==> src/rtl/irq_ack_pkg.sv <==
package irq_ack_pkg;
  localparam int ID_W   = 10;
  localparam int PRIO_W = 8;
  localparam int BP_W   = 3;
  localparam logic [ID_W-1:0]   NO_IRQ_ID = 10'd1023;
  localparam logic [PRIO_W-1:0] IDLE_PRIO = 8'hFF;
  typedef logic [PRIO_W-1:0] prio_t;
  typedef logic [BP_W-1:0]   bp_t;
  typedef enum logic { GRP0 = 1'b0, GRP1 = 1'b1 } grp_e;
endpackage

==> src/rtl/irq_prio_gate.sv <==
module irq_prio_gate
  import irq_ack_pkg::*;
(
  input  logic  req_i,
  input  logic  cand_ok_i,
  input  prio_t prio_i,
  input  prio_t mask_i,
  input  prio_t run_prio_i,
  input  logic  grp_i,
  input  logic  cbpr_i,
  input  bp_t   bpr0_i,
  input  bp_t   bpr1_i,
  input  logic  full_i,
  output logic  grant_o,
  output logic  ovf_o
);
  bp_t   bp_sel;
  prio_t grp_mask, run_mask;
  logic  mask_ok, preempt_ok, eligible;

  always_comb begin
    bp_sel = (grp_e'(grp_i) == GRP0 || cbpr_i) ? bpr0_i : bpr1_i;
    if (bp_sel == bp_t'(BP_W'((1 << BP_W) - 1))) begin
      grp_mask = '0;
      run_mask = '1;   // no grouping left: let anything above idle in
    end else begin
      grp_mask = prio_t'({PRIO_W{1'b1}} << (bp_sel + bp_t'(1)));
      run_mask = grp_mask;
    end
    mask_ok    = prio_i < mask_i;                       // full width, no grouping
    preempt_ok = (prio_i & grp_mask) < (run_prio_i & run_mask);
    eligible   = req_i && cand_ok_i && mask_ok && preempt_ok;
    grant_o    = eligible && !full_i;
    ovf_o      = eligible && full_i;
  end
endmodule

==> src/rtl/irq_run_stack.sv <==
module irq_run_stack
  import irq_ack_pkg::*;
#(
  parameter int DEPTH = 8,
  localparam int PTR_W = $clog2(DEPTH)
) (
  input  logic             clk_i,
  input  logic             rst_ni,
  input  logic             push_i,
  input  prio_t            push_prio_i,
  output prio_t            top_o,
  output logic [PTR_W-1:0] ptr_o,
  output logic             full_o
);
  prio_t            stk_q [DEPTH];
  logic [PTR_W-1:0] ptr_q, ptr_nxt;

  assign ptr_nxt = ptr_q + PTR_W'(1);
  assign full_o  = ptr_q == PTR_W'(DEPTH - 1);
  assign top_o   = stk_q[ptr_q];
  assign ptr_o   = ptr_q;

  always_ff @(posedge clk_i or negedge rst_ni) begin
    if (!rst_ni)     ptr_q <= '0;
    else if (push_i) ptr_q <= ptr_nxt;
  end

  for (genvar g = 0; g < DEPTH; g++) begin : g_ent
    always_ff @(posedge clk_i or negedge rst_ni) begin
      if (!rst_ni)                               stk_q[g] <= IDLE_PRIO;
      else if (push_i && ptr_nxt == PTR_W'(g))   stk_q[g] <= push_prio_i;
    end
  end

  AST_PTR_INC:  assert property (@(posedge clk_i) disable iff (!rst_ni)
                  push_i |=> ptr_q == $past(ptr_q) + PTR_W'(1));
  AST_PTR_HOLD: assert property (@(posedge clk_i) disable iff (!rst_ni)
                  !push_i |=> $stable(ptr_q));
  AST_TOP_PUSH: assert property (@(posedge clk_i) disable iff (!rst_ni)
                  push_i |=> top_o == $past(push_prio_i));
  AST_NO_OVERFLOW: assert property (@(posedge clk_i) disable iff (!rst_ni)
                  push_i |-> !full_o);
endmodule

==> src/rtl/irq_state_bits.sv <==
module irq_state_bits #(
  parameter int NUM_IRQ = 32,
  localparam int IDX_W = $clog2(NUM_IRQ)
) (
  input  logic               clk_i,
  input  logic               rst_ni,
  input  logic [NUM_IRQ-1:0] set_i,
  input  logic               ack_i,
  input  logic [IDX_W-1:0]   ack_idx_i,
  input  logic               ack_edge_i,
  output logic [NUM_IRQ-1:0] pending_o,
  output logic [NUM_IRQ-1:0] active_o
);
  for (genvar g = 0; g < NUM_IRQ; g++) begin : g_bit
    logic hit;
    assign hit = ack_i && ack_idx_i == IDX_W'(g);
    always_ff @(posedge clk_i or negedge rst_ni) begin
      if (!rst_ni) begin
        pending_o[g] <= 1'b0;
        active_o[g]  <= 1'b0;
      end else begin
        if (set_i[g])              pending_o[g] <= 1'b1;   // new event wins over clear
        else if (hit && ack_edge_i) pending_o[g] <= 1'b0;
        if (hit)                   active_o[g]  <= 1'b1;
      end
    end
  end

  AST_ACT_SET:    assert property (@(posedge clk_i) disable iff (!rst_ni)
                    ack_i |=> active_o[$past(ack_idx_i)]);
  AST_EDGE_CLR:   assert property (@(posedge clk_i) disable iff (!rst_ni)
                    (ack_i && ack_edge_i && !set_i[ack_idx_i]) |=> !pending_o[$past(ack_idx_i)]);
  AST_LEVEL_KEEP: assert property (@(posedge clk_i) disable iff (!rst_ni)
                    (ack_i && !ack_edge_i && pending_o[ack_idx_i]) |=> pending_o[$past(ack_idx_i)]);
  AST_SET_PEND:   assert property (@(posedge clk_i) disable iff (!rst_ni)
                    set_i[ack_idx_i] |=> pending_o[$past(ack_idx_i)]);
endmodule

==> src/rtl/irq_ack_ctrl.sv <==
module irq_ack_ctrl
  import irq_ack_pkg::*;
#(
  parameter int NUM_IRQ     = 32,
  parameter int STACK_DEPTH = 8,
  localparam int IDX_W = $clog2(NUM_IRQ),
  localparam int PTR_W = $clog2(STACK_DEPTH)
) (
  input  logic               clk_i,
  input  logic               rst_ni,
  input  logic [NUM_IRQ-1:0] pend_set_i,
  input  logic               cand_valid_i,
  input  logic [IDX_W-1:0]   cand_idx_i,
  input  logic [7:0]         cand_prio_i,
  input  logic               cand_edge_i,
  input  logic [7:0]         prio_mask_i,
  input  logic [1:0]         bpr_we_i,
  input  logic [2:0]         bpr_wdata_i,
  input  logic               cbpr_i,
  input  logic               ack_req_i,
  input  logic               ack_grp_i,
  output logic               ack_valid_o,
  output logic [9:0]         ack_id_o,
  output logic [7:0]         ack_prio_o,
  output logic               overflow_o,
  output logic [NUM_IRQ-1:0] pending_o,
  output logic [NUM_IRQ-1:0] active_o,
  output logic [7:0]         run_prio_o,
  output logic [PTR_W-1:0]   stack_ptr_o,
  output logic [2:0]         bpr0_o,
  output logic [2:0]         bpr1_o
);
  bp_t   bpr0_q, bpr1_q;
  prio_t run_top;
  logic  full, grant, ovf, cand_ok;
  logic [NUM_IRQ-1:0] pend_vec, act_vec;

  always_ff @(posedge clk_i or negedge rst_ni) begin
    if (!rst_ni) begin
      bpr0_q <= '0;
      bpr1_q <= '0;
    end else begin
      if (bpr_we_i[0]) bpr0_q <= bpr_wdata_i;
      if (bpr_we_i[1]) bpr1_q <= bpr_wdata_i;
    end
  end

  assign cand_ok = cand_valid_i && pend_vec[cand_idx_i];

  irq_prio_gate u_gate (
    .req_i      (ack_req_i),
    .cand_ok_i  (cand_ok),
    .prio_i     (cand_prio_i),
    .mask_i     (prio_mask_i),
    .run_prio_i (run_top),
    .grp_i      (ack_grp_i),
    .cbpr_i     (cbpr_i),
    .bpr0_i     (bpr0_q),
    .bpr1_i     (bpr1_q),
    .full_i     (full),
    .grant_o    (grant),
    .ovf_o      (ovf)
  );

  irq_run_stack #(.DEPTH(STACK_DEPTH)) u_stack (
    .clk_i       (clk_i),
    .rst_ni      (rst_ni),
    .push_i      (grant),
    .push_prio_i (cand_prio_i),
    .top_o       (run_top),
    .ptr_o       (stack_ptr_o),
    .full_o      (full)
  );

  irq_state_bits #(.NUM_IRQ(NUM_IRQ)) u_bits (
    .clk_i      (clk_i),
    .rst_ni     (rst_ni),
    .set_i      (pend_set_i),
    .ack_i      (grant),
    .ack_idx_i  (cand_idx_i),
    .ack_edge_i (cand_edge_i),
    .pending_o  (pend_vec),
    .active_o   (act_vec)
  );

  always_ff @(posedge clk_i or negedge rst_ni) begin
    if (!rst_ni) begin
      ack_valid_o <= 1'b0;
      ack_id_o    <= NO_IRQ_ID;
      ack_prio_o  <= IDLE_PRIO;
      overflow_o  <= 1'b0;
    end else begin
      ack_valid_o <= ack_req_i;
      ack_id_o    <= grant ? ID_W'(cand_idx_i) : NO_IRQ_ID;
      ack_prio_o  <= grant ? cand_prio_i : IDLE_PRIO;
      overflow_o  <= ovf;
    end
  end

  assign pending_o  = pend_vec;
  assign active_o   = act_vec;
  assign run_prio_o = run_top;
  assign bpr0_o     = bpr0_q;
  assign bpr1_o     = bpr1_q;

  AST_RESP_ONE:    assert property (@(posedge clk_i) disable iff (!rst_ni)
                     ack_req_i |=> ack_valid_o);
  AST_RESP_NONE:   assert property (@(posedge clk_i) disable iff (!rst_ni)
                     !ack_req_i |=> !ack_valid_o);
  AST_MASK_STRICT: assert property (@(posedge clk_i) disable iff (!rst_ni)
                     ack_req_i |=> (ack_id_o == NO_IRQ_ID ||
                                    $past(cand_prio_i) < $past(prio_mask_i)));
  AST_IDLE_NONE:   assert property (@(posedge clk_i) disable iff (!rst_ni)
                     (ack_valid_o && ack_id_o == NO_IRQ_ID) |-> ack_prio_o == IDLE_PRIO);
  AST_NO_CAND:     assert property (@(posedge clk_i) disable iff (!rst_ni)
                     (ack_req_i && !cand_valid_i) |=> ack_id_o == NO_IRQ_ID);
  AST_OVF_REFUSE:  assert property (@(posedge clk_i) disable iff (!rst_ni)
                     overflow_o |-> ack_id_o == NO_IRQ_ID);
  AST_OVF_HOLD:    assert property (@(posedge clk_i) disable iff (!rst_ni)
                     ovf |=> $stable(stack_ptr_o));
endmodule

==> config.mk <==
export PLATFORM = sky130hd
export DESIGN_NAME = irq_ack_ctrl
export DESIGN_NICKNAME = d
export VERILOG_FILES = /design/src/rtl/irq_ack_pkg.sv /design/src/rtl/irq_prio_gate.sv /design/src/rtl/irq_run_stack.sv /design/src/rtl/irq_state_bits.sv /design/src/rtl/irq_ack_ctrl.sv
export SDC_FILE = /design/constraint.sdc
export NUM_CORES = 1
export LEC_CHECK = 0
export BUFFER_PORTS_ARGS = -buffer_cell sky130_fd_sc_hd__buf_2
export CORE_UTILIZATION = 33
export CTS_CLUSTER_DIAMETER = 60
export CTS_CLUSTER_SIZE = 28
export DETAILED_ROUTE_END_ITERATION = 6
export PLACE_DENSITY_LB_ADDON = 0.08
export SLEW_MARGIN = 5
export SYNTH_ARGS = -nofsm -noshare
export SYNTH_HDL_FRONTEND = slang
export SYNTH_SLANG_ARGS = --single-unit
==> constraint.sdc <==
create_clock -name clk_i -period 12.7 [get_ports clk_i]
set_input_delay 2.54 -clock clk_i [delete_from_list [all_inputs] [get_ports clk_i]]
set_output_delay 2.54 -clock clk_i [all_outputs]
set_load 0.02 [all_outputs]
After elaboration in Yosys (flattened, before gate mapping)
Index checks and enable logic that the tools add are counted.

operators by class
  $add $sub $neg = 2
  magnitude comparators = 4
  equality and inequality tests = 40
  shifts and indexed selects = 1
  multiplexer cells = 74
  bitwise operators = 4
  reduce and logical (&&, ||, !) cells = 114

operators by type and width
  kind                                                                   number
  5-bit equality test, second input constant                             16
  1-bit logical AND                                                      78
  1-bit 2-to-1 mux                                                       65
  2-bit nonzero test                                                     32
  5-bit by 4-bit equality test with 1-bit output, second input constant  8
  8-bit 2-to-1 mux                                                       5
  8-bit binary-select mux with 3-bit select                              1
  5-bit by 3-bit equality test with 1-bit output, second input constant  4
  3-bit equality test, second input constant                             6
  8-bit AND                                                              2
  8-bit < comparator                                                     2
  5-bit by 2-bit equality test with 1-bit output, second input constant  2
  10-bit 2-to-1 mux                                                      1
  8-bit by 3-bit << shifter with 8-bit output, first input constant      1
  3-bit by 1-bit adder with 3-bit output, second input constant          2
  3-bit by 2-bit equality test with 1-bit output, second input constant  2
  5-bit by 6-bit < comparator with 1-bit output, second input constant   1
  1-bit binary-select mux with 5-bit select                              1
  5-bit by 1-bit equality test with 1-bit output, second input constant  1
  5-bit zero test                                                        1
  4-bit >= comparator, second input constant                             1
  3-bit inverter with 4-bit output                                       1
  3-bit by 1-bit equality test with 1-bit output, second input constant  1
  3-bit zero test                                                        1
  other kinds (4)                                                        4

word-level totals
  register bits after elaboration = 157
  input bits = 65

Longest topological paths before layout
  word-level depth = 14
  gate-level depth with buffers = 17

Hierarchy
A second synthesis with hierarchy kept.

second synthesis, totals
  cell total of the unflattened synthesis = 550
  area, all modules = 7514.7 um^2

modules (own cells, without submodules)
  module          instances  cells an instance  area an instance (um^2)  seq. area each (um^2)
  irq_run_stack   1          181                3168.0                   1756.7
  irq_state_bits  1          219                2672.6                   1601.5
  irq_ack_ctrl    1          70                 1071.0                   568.0
  irq_prio_gate   1          80                 603.1                    0.0

Least setup slack after synthesis
Ideal clock, no wire load.

  path kind = input-to-reg
  start point = input cbpr_i
  end point = register u_stack.stk_q[33] in the netlist's numbering
  data arrival time = 6.200 ns
  required time = 12.618 ns
  path slack = 6.418 ns
  stages on the path = 16
  path buffers = 2
  cell sequence = nand2b_1 mux2_2 ha_1 inv_1 ha_1 clkbuf_1 nand2_1 and3b_1 ha_1 a21oi_1 nand2_1 a32oi_1 nand2_1 buf_1 nor4_2 mux2_2

between the ends
  word-level cells in the longest chain between the ends = 10
  elaborated cells on any way between the ends = 13

ends and longest elaborated chain
  item                                         line                 source
  start: declaration                           irq_ack_ctrl.sv:19   input logic cbpr_i,
  1-bit logical OR *                           irq_prio_gate.sv:22  bp_sel = (grp_e'(grp_i) == GRP0 || cbpr_i) ? bpr0_i : bpr1_i;
  3-bit 2-to-1 mux *                           irq_prio_gate.sv:22
  3-bit by 1-bit adder with 3-bit output       irq_prio_gate.sv:27  grp_mask = prio_t'({PRIO_W{1'b1}} << (bp_sel + bp_t'(1)));
  8-bit by 3-bit << shifter with 8-bit output  irq_prio_gate.sv:27
  8-bit 2-to-1 mux                             irq_prio_gate.sv:23  if (bp_sel == bp_t'(BP_W'((1 << BP_W) - 1))) begin
  8-bit AND                                    irq_prio_gate.sv:31  preempt_ok = (prio_i & grp_mask) < (run_prio_i & run_mask);
  8-bit < comparator *                         irq_prio_gate.sv:31
  1-bit logical AND *                          irq_prio_gate.sv:32  eligible = req_i && cand_ok_i && mask_ok && preempt_ok;
  1-bit logical AND *                          irq_prio_gate.sv:33  grant_o = eligible && !full_i;
  1-bit logical AND *                          irq_run_stack.sv:31  else if (push_i && ptr_nxt == PTR_W'(g)) stk_q[g] <= push_prio_i;
  end signal: indexed assignment               irq_run_stack.sv:31
  end: declaration                             irq_run_stack.sv:15  prio_t stk_q [DEPTH];

Every way passes the cells marked *; elsewhere a longest branch is shown, timed or not.
A chain may end at the register's enable or synchronous reset.

Worst setup path after layout
  start point = input cbpr_i
  end point = register u_stack.stk_q[50] in the netlist's numbering

The elaborated chain is that of the path after synthesis.

==> metrics.yaml <==
wl_mm: 21.3
clockRootBuffer: "clkbuf_16"
path_cells: "buf_2, nand2b_1, mux2_2, ha_1, inv_1, ha_1, nand2_1, and3b_1, ha_1, a21oi_1, nand2_1, a32oi_1, nand2_1, nor4_2, mux2_2"
finalWeightedCongestion: 0.792
cp_slowest_stage_delay_ns: 1.19
ys_types: 47
finalHoldViolations: 0
cts_sinks: 153
tns_ns: 0
finalPower_w: 0.00179
cts_made_buffers: 17
worstMarginPinSlew_ns: 1.22
vias_per_cell: 5.24
synthCells: 593
reg2reg_slack_ns: 7.99
grt_max_degree: 81
ctsHoldBuffers: 0
antenna_found_initial: 1
cp_max_fo: 15
r2r-start: "u_stack.ptr_o[0]"
powerDensity_nw_per_um2: 195
grt_pass1_wl_mm: 33.9
die_h_um: 153
place_inst: 1009
drc: 0
boundaryPins: 166
worstPathArrival_ns: 6.99
rsz0062_at_grt: "no"
syn_area_per_cell_um2: 12.7
holdCritPathClass: "reg2reg"
ys_ff_latch: 153
period_share_pct: 52.3
die_x_um: 153
max_slew_margin_pct: 17.9
critPathLaunch: "cbpr_i"
insertedDiodeCount: 0
instances_no_fill: 1041
synth_area_um2: 7520
status: "finished clean"
ctsResizeCount: 0
synth_warnings: 0
dp_hpwl_mm: 15.2
drtAntennaViolNets: 0
synth_flop_cell: "dfstp_2"
synth_nets: 683
grt_overflow: 0
fillers: 2088
path_delay_family: "simple AND/OR/NAND/NOR gates"
clock_latency_ns: 0.43
path_clk_slew_ns: 0.06
postPlaceCellArea_um2: 8570
wl_per_cell_um: 20.4
fin_crit_ns: 6.64
ir_worst_vdd_mv: 0.0761
yosysMostFrequentCell: "mux2_2"
cp_slowest_cell: "nor4_2"
port_buffers: 165
maxCapViolCount: 0
crit_type: "in2reg"
hp-start: "u_bits.active_o[14]"
post_cts_buffers: 0
synth_common_cells: "80 x mux2_2, 78 x dfstp_2, 75 x dfrtp_1"
synthArstFlopShare_pct: 100
clock_path_buffers: 2
areaGrowthSynthToFinish_pct: 22.0
ys_top_cells_by_area: "dfstp_2 27%, dfrtp_1 25%, mux2_2 12%"
drive_gt1_share_pct: 54.3
drt_first_iter_violations: 320
critical_path_required_ns: 13.04
grtUsageTotal_pct: 19.0
rows: 54
cp-start-kind: "primary input"
core_um2: 22100
hold_depth: 1
path_buf_inv: 2
slew_violations: 0
dieArea_um2: 23400
yosysTopAreaCellShare_pct: 27.2
path_depth: 15
leakage_nw: 3.99
postLayoutCellArea_um2: 9180
grt_pass1_vias: 5623
finish.utilization_pct: 41.5
yosysSeqAreaShare_pct: 52.2
r2r_cells: 11
finalSetupViolCount: 0
drt_first_pass_iters: 5
initial_core_util_pct: 34.1
fin_nets: 838
finalClockSkew_ns: 0.0138
synth_edf_count: 0
cts_max_level: 4
fmax_mhz: 151
critPathCaptureType: "register"
vias: 5458
cts_tree: "built"
synth_top_cell_by_area: "dfstp_2"
[path summary, 6_finish.rpt]
path,endpoint
max in group asynchronous,u_stack.ptr_o[1]
setup / recovery,u_stack.stk_q[50]
hold reg to reg,u_bits.active_o[14]
hold / removal,u_bits.active_o[14]
min in group asynchronous,bpr0_o[2]
setup reg to reg,u_stack.stk_q[50]
[per-layer routing]
metal	track usage (%)	up-vias	wire length (µm)	part of all wire, %
li1	-	2496	-	-
met1	26.9	2797	10300	48
met2	29.6	142	9820	46
met3	3.69	23	884	4.2
met4	5.53	0	308	1.4
met5	0	-	0	0
[layout make-up]
type	count	area (µm²)	area share, %
clock buffers	21	504	5.49
inverters	19	71.3	0.777
clock inverters	11	98.8	1.08
repair buffers	170	870	9.48
well taps	280	350	3.82
multi-input cells	387	3360	36.6
flip-flops and latches	153	3930	42.8
[state kept, by name (all words and copies together), names as in the netlist]
register / count
ack_valid_o: 1
bpr0_o: 3
overflow_o: 1
u_stack.stk_q: 64
u_stack.ptr_o: 3
u_bits.pending_o: 32
ack_prio_o: 8
bpr1_o: 3
u_bits.active_o: 32
ack_id_o: 6
[cells by family after synthesis]
logic type	share of synthesized area [%]
XOR/XNOR	0.116
adder cells (fa/ha/maj)	4.16
AO/OA/AOI/OAI	8.30
multiplexers	20.0
AND/OR/NAND/NOR	12.0
buffers and inverters	3.28
flip-flops	52.2
[power breakdown]
part           total [W]  switching [W]  internal (W)
registers       0.000716      0.0000645      0.000651
logic           0.000565       0.000319      0.000246
clock network   0.000511       0.000219      0.000292
total            0.00179       0.000603       0.00119
[stage by stage]
| step | hold slack [ns] | setup WS, ns |
|---|---|---|
| finish | 0.463 | 6.06 |
| CTS | 0.467 | 6.06 |
| detailed placement | 0.450 | 5.63 |
| global placement | 0.449 | 5.74 |
| global route | 0.482 | 5.77 |
| floorplan | 0.578 | 6.42 |
[cells in the final DEF, fill, tap and decap left out, types with 12 or more instances in the layout]
cell,Yosys,layout
nand3_1,12,12
clkbuf_16,0,20
or3_1,12,12
inv_1,19,19
dfstp_2,78,78
ha_1,25,25
nand2_1,26,26
mux4_2,25,25
a31o_2,16,16
a41o_1,16,16
mux2_2,80,80
buf_2,8,164
dfrtp_1,75,75
a21oi_1,19,19
nor2_1,71,71
Power figures use the tool's default switching activity.
